<file path="src/rtl/sdi_pkg.sv">
package sdi_pkg;

  typedef enum logic [1:0] {
    RSP_NONE  = 2'd0,
    RSP_LONG  = 2'd1,
    RSP_SHORT = 2'd2,
    RSP_BUSY  = 2'd3
  } rsp_kind_e;

  typedef enum logic [1:0] {
    CST_OK    = 2'd0,
    CST_ERR   = 2'd1,
    CST_NORSP = 2'd2
  } cmd_status_e;

  // order matters: the sequencer advances by increment
  typedef enum logic [3:0] {
    STP_RESET, STP_IFCOND, STP_PROBE_APP, STP_PROBE, STP_POLL_APP, STP_POLL,
    STP_IDENT, STP_ADDR, STP_CSD, STP_SELECT, STP_BLKLEN, STP_BW_APP, STP_BUSW
  } step_e;

  typedef enum logic [1:0] {
    SEQ_IDLE, SEQ_ISSUE, SEQ_WAIT, SEQ_FINISH
  } seq_state_e;

  typedef struct packed {
    logic [5:0]  idx;
    logic [31:0] arg;
    rsp_kind_e   rtype;
    logic        crc_chk;
    logic        idx_chk;
  } cmd_fields_t;

  localparam logic [31:0] IF_COND_ARG = 32'h0000_01AA;
  localparam logic [31:0] OCR_VOLT    = 32'h0030_0000;
  localparam logic [31:0] OCR_HCS     = 32'h4000_0000;
  localparam logic [31:0] BLK_BYTES   = 32'd512;
  localparam logic [31:0] BUS_4BIT    = 32'd2;

endpackage

</file>
<file path="src/rtl/sdi_cmd_table.sv">
module sdi_cmd_table
  import sdi_pkg::*;
(
  input  step_e       step_i,
  input  logic [15:0] rca_i,
  input  logic        v2_i,
  output cmd_fields_t cmd_o
);
  logic [31:0] rca_arg;
  assign rca_arg = {rca_i, 16'h0000};

  always_comb begin
    cmd_o = '{idx: 6'd0, arg: 32'd0, rtype: RSP_SHORT, crc_chk: 1'b1, idx_chk: 1'b1};
    unique case (step_i)
      STP_RESET: begin
        cmd_o.rtype = RSP_NONE; cmd_o.crc_chk = 1'b0; cmd_o.idx_chk = 1'b0;
      end
      STP_IFCOND: begin
        cmd_o.idx = 6'd8; cmd_o.arg = IF_COND_ARG;
      end
      STP_PROBE_APP, STP_POLL_APP, STP_BW_APP: begin
        cmd_o.idx = 6'd55; cmd_o.arg = rca_arg;
      end
      STP_PROBE, STP_POLL: begin
        cmd_o.idx = 6'd41; cmd_o.crc_chk = 1'b0; cmd_o.idx_chk = 1'b0;
        cmd_o.arg = (step_i == STP_POLL) ? (OCR_VOLT | (v2_i ? OCR_HCS : 32'd0)) : 32'd0;
      end
      STP_IDENT: begin
        cmd_o.idx = 6'd2; cmd_o.rtype = RSP_LONG; cmd_o.idx_chk = 1'b0;
      end
      STP_ADDR: cmd_o.idx = 6'd3;
      STP_CSD: begin
        cmd_o.idx = 6'd9; cmd_o.arg = rca_arg; cmd_o.rtype = RSP_LONG; cmd_o.idx_chk = 1'b0;
      end
      STP_SELECT: begin
        cmd_o.idx = 6'd7; cmd_o.arg = rca_arg; cmd_o.rtype = RSP_BUSY;
      end
      STP_BLKLEN: begin
        cmd_o.idx = 6'd16; cmd_o.arg = BLK_BYTES;
      end
      STP_BUSW: begin
        cmd_o.idx = 6'd6; cmd_o.arg = BUS_4BIT;
      end
      default: ;
    endcase
  end
endmodule

</file>
<file path="src/rtl/sdi_csd_decode.sv">
module sdi_csd_decode #(
  parameter int BLK_W = 34
) (
  input  logic [127:0]     csd_i,
  output logic [BLK_W-1:0] blocks_o
);
  logic [1:0]  layout;
  logic [3:0]  rd_len;
  logic [11:0] sz_old;
  logic [2:0]  sz_mult;
  logic [21:0] sz_new;
  logic [4:0]  exp_sum, shamt;

  assign layout  = csd_i[119:118];
  assign rd_len  = csd_i[75:72];
  assign sz_old  = {csd_i[65:64], csd_i[63:54]};
  assign sz_mult = csd_i[41:39];
  assign sz_new  = csd_i[61:40];

  assign exp_sum = 5'(sz_mult) + 5'(rd_len);
  assign shamt   = (exp_sum < 5'd7) ? 5'd0 : exp_sum - 5'd7;

  always_comb begin
    if (layout == 2'b00) blocks_o = BLK_W'(BLK_W'(sz_old) + 1'b1) << shamt;
    else                 blocks_o = BLK_W'(BLK_W'(sz_new) + 1'b1) << 10;
  end
endmodule

</file>
<file path="src/rtl/sdi_poll_ctr.sv">
module sdi_poll_ctr #(
  parameter int MAX = 100000
) (
  input  logic clk_i,
  input  logic rst_ni,
  input  logic clr_i,
  input  logic inc_i,
  output logic last_o
);
  localparam int CW = $clog2(MAX + 1);
  logic [CW-1:0] cnt_q;

  always_ff @(posedge clk_i or negedge rst_ni) begin
    if (!rst_ni)    cnt_q <= '0;
    else if (clr_i) cnt_q <= '0;
    else if (inc_i) cnt_q <= cnt_q + 1'b1;
  end

  assign last_o = (cnt_q == CW'(MAX - 1));

  AST_POLL_BOUND: assert property (@(posedge clk_i) disable iff (!rst_ni)
    cnt_q <= CW'(MAX));
endmodule

</file>
<file path="src/rtl/sd_init_seq.sv">
module sd_init_seq
  import sdi_pkg::*;
#(
  parameter int POLL_MAX = 100000,
  parameter int BLK_W    = 34
) (
  input  logic             clk_i,
  input  logic             rst_ni,
  input  logic             start_i,
  output logic             cmd_req_o,
  output logic [5:0]       cmd_idx_o,
  output logic [31:0]      cmd_arg_o,
  output logic [1:0]       cmd_rsp_type_o,
  output logic             cmd_crc_chk_o,
  output logic             cmd_idx_chk_o,
  input  logic             cmd_done_i,
  input  logic [1:0]       cmd_status_i,
  input  logic [127:0]     cmd_rsp_i,
  output logic             busy_o,
  output logic             done_o,
  output logic             not_init_o,
  output logic [1:0]       card_type_o,
  output logic             high_cap_o,
  output logic [15:0]      rca_o,
  output logic [BLK_W-1:0] blocks_o
);
  seq_state_e       state_q;
  step_e            step_q, nx_step;
  logic             v2_q, hc_q, not_init_q;
  logic [15:0]      rca_q;
  logic [BLK_W-1:0] blocks_q, csd_blocks;
  cmd_fields_t      cmd;
  logic [31:0]      rsp0;
  logic             st_ok, st_norsp, accept, abort, finish_ok;
  logic             poll_clr, poll_inc, poll_last;

  assign rsp0     = cmd_rsp_i[31:0];
  assign st_ok    = (cmd_status_i == CST_OK);
  assign st_norsp = (cmd_status_i == CST_NORSP);
  assign accept   = (state_q == SEQ_WAIT) && cmd_done_i;

  sdi_cmd_table u_table (
    .step_i(step_q), .rca_i(rca_q), .v2_i(v2_q), .cmd_o(cmd)
  );

  sdi_csd_decode #(.BLK_W(BLK_W)) u_csd (
    .csd_i(cmd_rsp_i), .blocks_o(csd_blocks)
  );

  sdi_poll_ctr #(.MAX(POLL_MAX)) u_poll (
    .clk_i(clk_i), .rst_ni(rst_ni),
    .clr_i(accept && poll_clr), .inc_i(accept && poll_inc), .last_o(poll_last)
  );

  // per-step outcome of a completed command
  always_comb begin
    nx_step   = step_e'(4'(step_q) + 4'd1);
    abort     = !st_ok;
    finish_ok = 1'b0;
    poll_clr  = 1'b0;
    poll_inc  = 1'b0;
    unique case (step_q)
      STP_IFCOND: begin
        if (st_norsp) abort = 1'b0;
        else if (st_ok && rsp0 != IF_COND_ARG) abort = 1'b1;
      end
      STP_PROBE: begin
        if (rsp0[21:20] == 2'b00) nx_step = STP_IDENT;
        else poll_clr = 1'b1;
      end
      STP_POLL: begin
        poll_inc = 1'b1;
        if (!rsp0[31] && !poll_last) nx_step = STP_POLL_APP;
      end
      STP_BUSW: finish_ok = st_ok;
      default: ;
    endcase
  end

  always_ff @(posedge clk_i or negedge rst_ni) begin
    if (!rst_ni) begin
      state_q    <= SEQ_IDLE;
      step_q     <= STP_RESET;
      v2_q       <= 1'b0;
      hc_q       <= 1'b0;
      not_init_q <= 1'b1;
      rca_q      <= '0;
      blocks_q   <= '0;
    end else begin
      unique case (state_q)
        SEQ_IDLE: if (start_i) begin
          state_q    <= SEQ_ISSUE;
          step_q     <= STP_RESET;
          v2_q       <= 1'b0;
          hc_q       <= 1'b0;
          not_init_q <= 1'b1;
          rca_q      <= '0;
          blocks_q   <= '0;
        end
        SEQ_ISSUE: state_q <= SEQ_WAIT;
        SEQ_WAIT: if (cmd_done_i) begin
          if (abort) state_q <= SEQ_FINISH;
          else begin
            step_q <= nx_step;
            if (finish_ok) begin
              state_q    <= SEQ_FINISH;
              not_init_q <= 1'b0;
            end else state_q <= SEQ_ISSUE;
            unique case (step_q)
              STP_IFCOND: v2_q <= st_ok;
              STP_POLL:   if (rsp0[31]) hc_q <= v2_q & rsp0[30];
              STP_ADDR:   rca_q <= rsp0[31:16];
              STP_CSD:    blocks_q <= csd_blocks;
              default: ;
            endcase
          end
        end
        SEQ_FINISH: state_q <= SEQ_IDLE;
        default: state_q <= SEQ_IDLE;
      endcase
    end
  end

  assign cmd_req_o      = (state_q == SEQ_ISSUE);
  assign cmd_idx_o      = cmd.idx;
  assign cmd_arg_o      = cmd.arg;
  assign cmd_rsp_type_o = cmd.rtype;
  assign cmd_crc_chk_o  = cmd.crc_chk;
  assign cmd_idx_chk_o  = cmd.idx_chk;

  assign busy_o      = (state_q != SEQ_IDLE);
  assign done_o      = (state_q == SEQ_FINISH);
  assign not_init_o  = not_init_q;
  assign high_cap_o  = hc_q & ~not_init_q;
  assign rca_o       = rca_q;
  assign blocks_o    = blocks_q;
  assign card_type_o = not_init_q ? 2'd0 : (!v2_q ? 2'd1 : (hc_q ? 2'd3 : 2'd2));

  AST_REQ_WHILE_BUSY: assert property (@(posedge clk_i) disable iff (!rst_ni)
    cmd_req_o |-> busy_o);
  AST_DONE_PULSE: assert property (@(posedge clk_i) disable iff (!rst_ni)
    done_o |=> !done_o && !busy_o);
  AST_APP_ARG_LOW: assert property (@(posedge clk_i) disable iff (!rst_ni)
    cmd_req_o && cmd_idx_o == 6'd55 |-> cmd_arg_o[15:0] == 16'h0);
  AST_IFCOND_ARG: assert property (@(posedge clk_i) disable iff (!rst_ni)
    cmd_req_o && cmd_idx_o == 6'd8 |-> cmd_arg_o == IF_COND_ARG);
  AST_ERR_STOPS: assert property (@(posedge clk_i) disable iff (!rst_ni)
    accept && cmd_status_i == CST_ERR |=> done_o && not_init_o && !cmd_req_o);
  AST_FAIL_NO_TYPE: assert property (@(posedge clk_i) disable iff (!rst_ni)
    done_o && not_init_o |-> card_type_o == 2'd0 && !high_cap_o);
endmodule

</file>
<file path="config.mk">
export PLATFORM = sky130hd
export DESIGN_NAME = sd_init_seq
export DESIGN_NICKNAME = d
export VERILOG_FILES = /design/src/rtl/sdi_pkg.sv /design/src/rtl/sdi_cmd_table.sv /design/src/rtl/sdi_csd_decode.sv /design/src/rtl/sdi_poll_ctr.sv /design/src/rtl/sd_init_seq.sv
export SDC_FILE = /design/constraint.sdc
export NUM_CORES = 1
export LEC_CHECK = 0
export ABC_AREA = 1
export BUFFER_PORTS_ARGS = -buffer_cell sky130_fd_sc_hd__buf_4
export CORE_MARGIN = 4
export CORE_UTILIZATION = 50
export CTS_BUF_LIST = sky130_fd_sc_hd__clkbuf_8
export CTS_CLUSTER_SIZE = 28
export DETAILED_ROUTE_END_ITERATION = 7
export HOLD_SLACK_MARGIN = 0.02
export PLACE_DENSITY = 0.86
export RECOVER_POWER = 25
export SLEW_MARGIN = 10
export SYNTH_ARGS = -nofsm -noshare
export SYNTH_HDL_FRONTEND = slang
export SYNTH_SLANG_ARGS = --single-unit
</file>
<file path="constraint.sdc">
create_clock -name clk_i -period 2.6 [get_ports clk_i]
set_clock_uncertainty 0.2 [all_clocks]
set_input_delay 0.52 -clock clk_i [delete_from_list [all_inputs] [get_ports clk_i]]
set_output_delay 0.52 -clock clk_i [all_outputs]
set_load 0.1 [all_outputs]
</file>
==> flow_summary.toml, run 1 <==
[run_status]
status = "finished with violations"
failed_checks = "DRC, setup timing"

[global_route]
antenna_found_initial = 0
grt_pass1_wl_um = 34160
grt_max_degree = 42
grt_overflow_total = 0
first_global_vias = 7186
track_usage_pct = 28.57

[run]
maxCapViolCount = 0

[floorplanning]
floorplan.initialDensity_pct = 51.16
die-area_um2 = 14850
rows = 41
die_w_um = 121.9
core_area_um2 = 12670
chipHeight_um = 121.9
num_io_pins = 233

[cts]
cts_made_buffers = 9
cts_root_buffer = "clkbuf_8"
clock_latency_ps = 370
clk_path_buf_depth = 2
path_clk_slew_ps = 100
clock-sinks = 76
cts_tree = "built"
h-tree-depth = 3

[critical_path]
rr_endpoint = "rca_o[8]$_DFFE_PN0P_"
critPathRequiredTime_ps = 2600
end_kind = "flip-flop"
reg2reg_from = "step_q[1]$_DFFE_PN0P_"
rrSetupSlack_ps = -410
rr_worst_depth = 13
cp_max_fo = 32
critPathKind = "in -> reg"
startpoint_type = "primary input"
cp.arrival_ps = 3460

[synth]
yosysSeqAreaShare_pct = 29.36
syn_avg_cell_area_um2 = 6.239
postSynth.asyncResetShare_pct = 100.0
synth_cell_type_count = 46
synth_area_um2 = 6482
ys_warn_count = 0
netlist_instances = 1039
synth_seq_cells = 76
synth_edf_count = 0
ys_dominant_reg_cell = "dfrtp_1"

[power_and_ir_drop]
powerDensity_nw_per_um2 = 941.4
totalPowerFinal_w = 0.009499
leakage_nw = 5.113
vdd_drop_max_mv = 0.5281

[final_layout]
diodes = 0
layout_commonest_cell = "nand2_1"
final_cell_mix = "nand2_1 (274), buf_4 (194), inv_1 (110), dfrtp_1 (73), nand3_1 (70)"
nNetsFinal = 1409
drive_gt1_share_pct = 39.98
final_cell_count_no_fill = 1440
area_growth_pct = 55.65

[timing]
fin_crit_sh_pct = 132.9
fin_ws_ps = -855.1
final-setup-viol-count = 82
relSlewSlack_pct = 8.340
grt_setup_unrepaired = "true"
finalHoldViolCount = 0
clock.fmax_mhz = 289.4
tightest_slew_ps = 1375
min_period_ps = 3455
slew_violations = 0

[drt]
drcViolationCount = 20
via_per_inst = 6.217
drt_iter0_markers = 1537
wirelength_um = 30440
drtPass1Iterations = 8
avgRoutedWirePerCell_um = 21.14
ant_nets = 0
num_vias = 8953

[placed_design]
dp_cells = 1390
hpwl_um = 15650
gp_congestion = 1.034
numPortBuffers = 159

[worst_hold_path]
hold_path_depth = 3
min_from = "cmd_rsp_i[29]"
hold_path_end = "rca_o[13]$_DFFE_PN0P_"
hold_path.class = "in -> reg"
per-stage QoR:
| step | worst slack, ps | util (%) | hold WS, ps | instance area, um^2 | TNS, ps |
|---|---|---|---|---|---|
| after floorplan | -566.0 | - | 24.41 | 6638 | -4769 |
| after global placement | -360.1 | 65.31 | 234.4 | 8275 | -10450 |
| after detailed placement | -399.0 | 65.31 | 235.1 | 8275 | -11840 |
| after CTS | -131.2 | 69.17 | 206.3 | 8765 | -1609 |
| after global routing | -923.2 | 79.63 | 226.1 | 10090 | -34310 |
| final | -855.1 | 79.63 | 211.4 | 10090 | -26710 |
critical path, stage by stage:
cell and delay [ps]:
buf_4 120, nor4_1 1010, nand2_1 170, nor2_1 250, nand2_1 100, nand2_1 70
nand2_1 70, nand2_1 150, nand2_1 100, inv_2 150, nand2_2 90, buf_12 170
o21ai_1 470
how the worst max path moves through the flow:
stage / startpoint / to / slack, ps / depth (start not counted)
finish: cmd_rsp_i[9] / rca_o[8]$_DFFE_PN0P_ / -860 / 13
global route: cmd_rsp_i[9] / rca_o[8]$_DFFE_PN0P_ / -920 / 13
CTS: step_q[0]$_DFFE_PN0P_ / cmd_arg_o[21] / -130 / 8
detailed placement: cmd_rsp_i[39] / blocks_o[14]$_DFFE_PN0P_ / -400 / 14
global placement: cmd_rsp_i[39] / blocks_o[23]$_DFFE_PN0P_ / -360 / 16
floorplan: step_q[0]$_DFFE_PN0P_ / cmd_arg_o[20] / -570 / 5
synth_stat cells (all sizes together), types with 2 or more instances:
cell	instances	area [um^2]
clkbuf	9	33.78
nor4	8	65.06
dfrtp	75	1877
nor3	12	65.06
nand3	151	820.8
ha	11	137.6
nand3b	3	26.27
buf	40	269.0
o21bai	3	22.52
o21ai	64	324.1
inv	127	476.7
or2	6	37.53
xor2	4	35.03
a211oi	3	22.52
a21oi	38	190.2
o21a	2	15.01
nor3b	3	22.52
nor2	107	484.2
nand4	20	131.4
o22ai	2	12.51
nand2	342	1321
registers in the layout, indices dropped and copies added (netlist names):
register	flops
blocks_o	34
u_poll.cnt_q	17
rca_o	16
step_q	4
state_q	2
hc_q	1
not_init_o	1
v2_q	1
cell type report:
cell class	count	area [um^2]
Clock buffer	12	165.2
Clock inverter	4	47.55
Fill cell	731	2581
Inverter	128	496.7
Multi-Input combinational cell	796	4920
Sequential cell	76	1906
Tap cell	172	215.2
Timing Repair Buffer	252	2340
where the power goes:
part	internal (W)	switching (W)	leakage [nW]
registers	0.00145	0.000274	1.02
logic	0.00185	0.00495	3.98
clock network	0.000519	0.000463	0.114
cells by family (layout without fill, tap and decap cells):
logic type | Yosys count | count (layout) | synth area share (%)
and+or+nand+nor | 653 | 654 | 45.98
buffers and inverters | 177 | 396 | 12.08
AOI/OAI and AO/OA | 115 | 115 | 9.419
DFF | 76 | 76 | 29.36
adders and majority gates | 12 | 12 | 2.432
xor gates and xnor gates | 5 | 5 | 0.6755
other | 1 | 10 | 0.05785
metal layers:
metal	vias to the layer above	share of wire (%)	track usage (%)
met4	0	8.6	10.64
met2	902	45	47.79
met1	3984	33	37.12
met5	-	0	0
met3	293	13	4.968
li1	3774	-	-
what timing repair did:
| item | in CTS | in global routing |
|---|---|---|
| hold endpoints to repair | 19 | 0 |
| setup buffers | 5 | 25 |
| setup endpoints to repair | 28 | 61 |
| hold buffers | 1 | 0 |
| cloned | 0 | 4 |
| pin swaps | 1 | 84 |
| gates resized for setup | 56 | 254 |
Note: power is estimated with default switching activity, not from simulation.
==> run 2: changes to the inputs <==
--- a/config.mk
+++ b/config.mk
@@ -7,7 +7,6 @@
 export LEC_CHECK = 0
 export ABC_AREA = 1
 export BUFFER_PORTS_ARGS = -buffer_cell sky130_fd_sc_hd__buf_4
-export CORE_MARGIN = 4
 export CORE_UTILIZATION = 50
 export CTS_BUF_LIST = sky130_fd_sc_hd__clkbuf_8
 export CTS_CLUSTER_SIZE = 28
==> flow_summary.toml, run 2 <==
[floorplanning]
floorplan.initialDensity_pct = 51.37
die_w_um = 115.9
num_io_pins = 233
rows = 41
chipHeight_um = 115.9

[timing]
worst-ep-kind = "top-level output"
worst_endpoint = "cmd_arg_o[18]"

[synth]
ys_top_cells_by_count = "nand2_1 (331), nand3_1 (141), inv_1 (121)"
synth_largest_area_cell = "dfrtp_1"
ys_top_cells_by_area = "dfrtp_1 (29%), nand2_1 (19%), nand3_1 (11%)"
ys_dominant_reg_cell = "dfrtp_1"
synth_area_um2 = 6482
synth_top_cell_area_share_pct = 28.95
netlist_instances = 1039
postSynth.asyncResetShare_pct = 100.0
synth_edf_count = 0
yosysMostFrequentCell = "nand2_1"
synth_cell_type_count = 46
ys_warn_count = 0
yosysSeqAreaShare_pct = 29.36
syn_avg_cell_area_um2 = 6.239
synth_seq_cells = 76

[global_route]
track_usage_pct = 69.01
grt_overflow_total = 15
grt_max_degree = 43

[placed_design]
gp_congestion = 1.004
hpwl_um = 16290
numPortBuffers = 159

[run_status]
status = "did not finish"
firstError = "[ERROR GRT-0232] Routing congestion too high. Check the congestion heatmap in the GUI."
stop_stage = "global routing"

[cts]
h-tree-depth = 3
clk_path_buf_depth = 2
cts_made_buffers = 9
clock-sinks = 76
cts_root_buffer = "clkbuf_8"
run 2: cell counts after synthesis:
No cell type changed its count.
run 2: cells by family after synthesis:
| group | synth area share (%) |
|---|---|
| compound gates | 9.419 |
| buf+inv | 12.08 |
| fa+ha+maj | 2.432 |
| flops | 29.36 |
| other cells | 0.05785 |
| xor+xnor | 0.6755 |
| simple gates | 45.98 |
run 2: stage by stage:
| stage | instances | setup TNS [ps] | utilization, % | cell area [um^2] | setup WS [ps] |
|---|---|---|---|---|---|
| 2_1_floorplan | 1048 | -4769 | - | 6638 | -566.0 |
| 3_3_place_gp | 1390 | -12000 | 65.38 | 8250 | -423.5 |
| 3_5_place_dp | 1390 | -13970 | 65.38 | 8250 | -449.4 |
| 4_1_cts | 1427 | -3155 | 73.54 | 9280 | -214.9 |
run 2: what timing repair did:
action,4_1_cts
pin swaps,31
endpoints found under the hold margin,34
cloned,6
hold buffers,1
setup buffers,15
gates resized for setup,140
endpoints found under the setup margin,58
run 2: layer usage:
metal,overflow,GRT usage [%]
met4,4,64.02
met3,0,61.09
met2,11,83.25
met5,0,34.81
met1,0,67.13
==> run 3: changes to the inputs <==
--- a/config.mk
+++ b/config.mk
@@ -7,12 +7,9 @@
 export LEC_CHECK = 0
 export ABC_AREA = 1
 export BUFFER_PORTS_ARGS = -buffer_cell sky130_fd_sc_hd__buf_4
-export CORE_UTILIZATION = 50
-export CTS_BUF_LIST = sky130_fd_sc_hd__clkbuf_8
-export CTS_CLUSTER_SIZE = 28
+export CORE_UTILIZATION = 35
 export DETAILED_ROUTE_END_ITERATION = 7
-export HOLD_SLACK_MARGIN = 0.02
-export PLACE_DENSITY = 0.86
+export PLACE_DENSITY_LB_ADDON = 0.15
 export RECOVER_POWER = 25
 export SLEW_MARGIN = 10
 export SYNTH_ARGS = -nofsm -noshare
==> flow_summary.toml, run 3 (synthesized netlist as in run 1, its figures left out) <==
[run_status]
status = "finished with violations"
failed_checks = "DRC, setup timing"

[critical_path]
end_kind = "output port"
cp.arrival_ps = 2030
critPathKind = "reg -> out"
startpoint_type = "flip-flop"
cp_max_fo = 5
critPathRequiredTime_ps = 1880

[cts]
h-tree-depth = 3
clock-sinks = 76
path_clk_slew_ps = 60
clock_latency_ps = 340
cts_made_buffers = 9
cts_tree = "built"
clk_path_buf_depth = 2
cts_root_buffer = "clkbuf_16"

[final_layout]
largest_reg_flops = 34
fin_area_um2 = 10400
nNetsFinal = 1426
diodes = 0
layout_commonest_cell = "nand2_1"
drive_gt1_share_pct = 40.23
area_growth_pct = 60.43
post-route-util_pct = 57.50
final_cell_mix = "nand2_1 (282), buf_4 (211), inv_1 (109), nand3_1 (78), dfrtp_1 (73)"

[global_route]
track_usage_pct = 23.13
first_global_vias = 6958
grt_pass1_wl_um = 35490
antenna_found_initial = 0
grt_max_degree = 56
grt_overflow_total = 0

[drt]
drt_iter0_markers = 523
via_per_inst = 5.068
drcViolationCount = 34
avgRoutedWirePerCell_um = 15.36
ant_nets = 0
drtPass1Iterations = 7
wirelength_um = 23260
num_vias = 7673

[floorplanning]
core_area_um2 = 18090
die_w_um = 138.1
die-area_um2 = 19070
num_io_pins = 233
floorplan.initialDensity_pct = 35.84
rows = 49
chipHeight_um = 138.1

[timing]
fin_crit_sh_pct = 105.7
tightest_slew_ps = 1229
relSlewSlack_pct = 18.08
setup-tns-final_ps = -4250
min_period_ps = 2749
finalHoldViolCount = 0
hold_ws_ps = 224.7
fin_ws_ps = -149.4
final-setup-viol-count = 46
grt_setup_unrepaired = "true"
clock.fmax_mhz = 363.7
slew_violations = 0

[power_and_ir_drop]
p_switching_w = 0.005380
leakage_nw = 5.235
powerDensity_nw_per_um2 = 915.5
swShare_pct = 56.50
seq_power_share_pct = 17.6
internal_power_w = 0.004141
power_frac_comb_pct = 69.0
vdd_drop_max_mv = 0.4915
pwr-share-clk_pct = 13.4

[placed_design]
hpwl_um = 16570
gp_congestion = 0.9016
numPortBuffers = 159
dpl_cell_area_um2 = 8496
dpl_worst_slack_ps = -513.8

[run]
maxCapViolCount = 0

[worst_hold_path]
hold_path.class = "in -> reg"
run 3: what timing repair did:
| item | 4_1_cts | 5_1_grt |
|---|---|---|
| gates cloned | 3 | 8 |
| pin swaps | 11 | 56 |
| endpoints found under the hold margin | 21 | 0 |
| setup buffers | 4 | 15 |
| endpoints found under the setup margin | 54 | 60 |
| gates resized for setup | 108 | 194 |
| hold buffers | 1 | 0 |
run 3: cell type report:
type / instances / area, um^2
Fill cell: 1665 / 7686
Multi-Input combinational cell: 799 / 4878
Inverter: 128 / 496.7
Tap cell: 229 / 286.5
Sequential cell: 76 / 1906
Clock buffer: 10 / 239.0
Clock inverter: 6 / 63.81
Timing Repair Buffer: 266 / 2530
run 3: path summary, 6_finish.rpt:
path / start / end / slack, ps / cells past startpoint
setup / recovery: step_q[0]$_DFFE_PN0P_ / cmd_arg_o[20] / -150 / 9
setup reg to reg: step_q[0]$_DFFE_PN0P_ / blocks_o[14]$_DFFE_PN0P_ / 200 / 12
hold reg to reg: blocks_o[10]$_DFFE_PN0P_ / blocks_o[10]$_DFFE_PN0P_ / 280 / 2
min in group asynchronous: rst_ni / rca_o[13]$_DFFE_PN0P_ / 770 / 2
hold / removal: start_i / not_init_o$_DFFE_PN1P_ / 220 / 3
max in group asynchronous: rst_ni / step_q[1]$_DFFE_PN0P_ / 300 / 3
run 3: routing by layer:
layer / routed length (um) / GRT usage [%] / part of all wire [%]
met5: 0 / 0 / 0
met1: 10450 / 32.07 / 45
met2: 10840 / 37.14 / 47
met3: 1598 / 4.260 / 6.9
met4: 377 / 5.677 / 1.6
run 3: per-stage QoR:
step                total power [W]  cells
CTS                        0.008832   1492
floorplan                  0.005771   1048
global route               0.009981   1514
finish                     0.009521   1514
detailed placement         0.007103   1468
global placement           0.007083   1468
run 3: worst max-delay path, stage by stage (launching register included):
cell	delay, ps
dfrtp_1	400
inv_2	80
ha_4	190
nand2_4	80
nor2_4	40
nor4_4	300
buf_4	200
buf_12	140
o21ai_4	70
buf_12	160
run 3: power by group through the flow:
| stage | Combinational (W) | Sequential, W | Clock [W] |
|---|---|---|---|
| floorplan | 0.00294 | 0.00283 | 0 |
| global placement | 0.00539 | 0.00169 | 0 |
| detailed placement | 0.00541 | 0.00169 | 0 |
| CTS | 0.00584 | 0.00168 | 0.00131 |
| global route | 0.00691 | 0.00172 | 0.00136 |
| finish | 0.00657 | 0.00168 | 0.00127 |
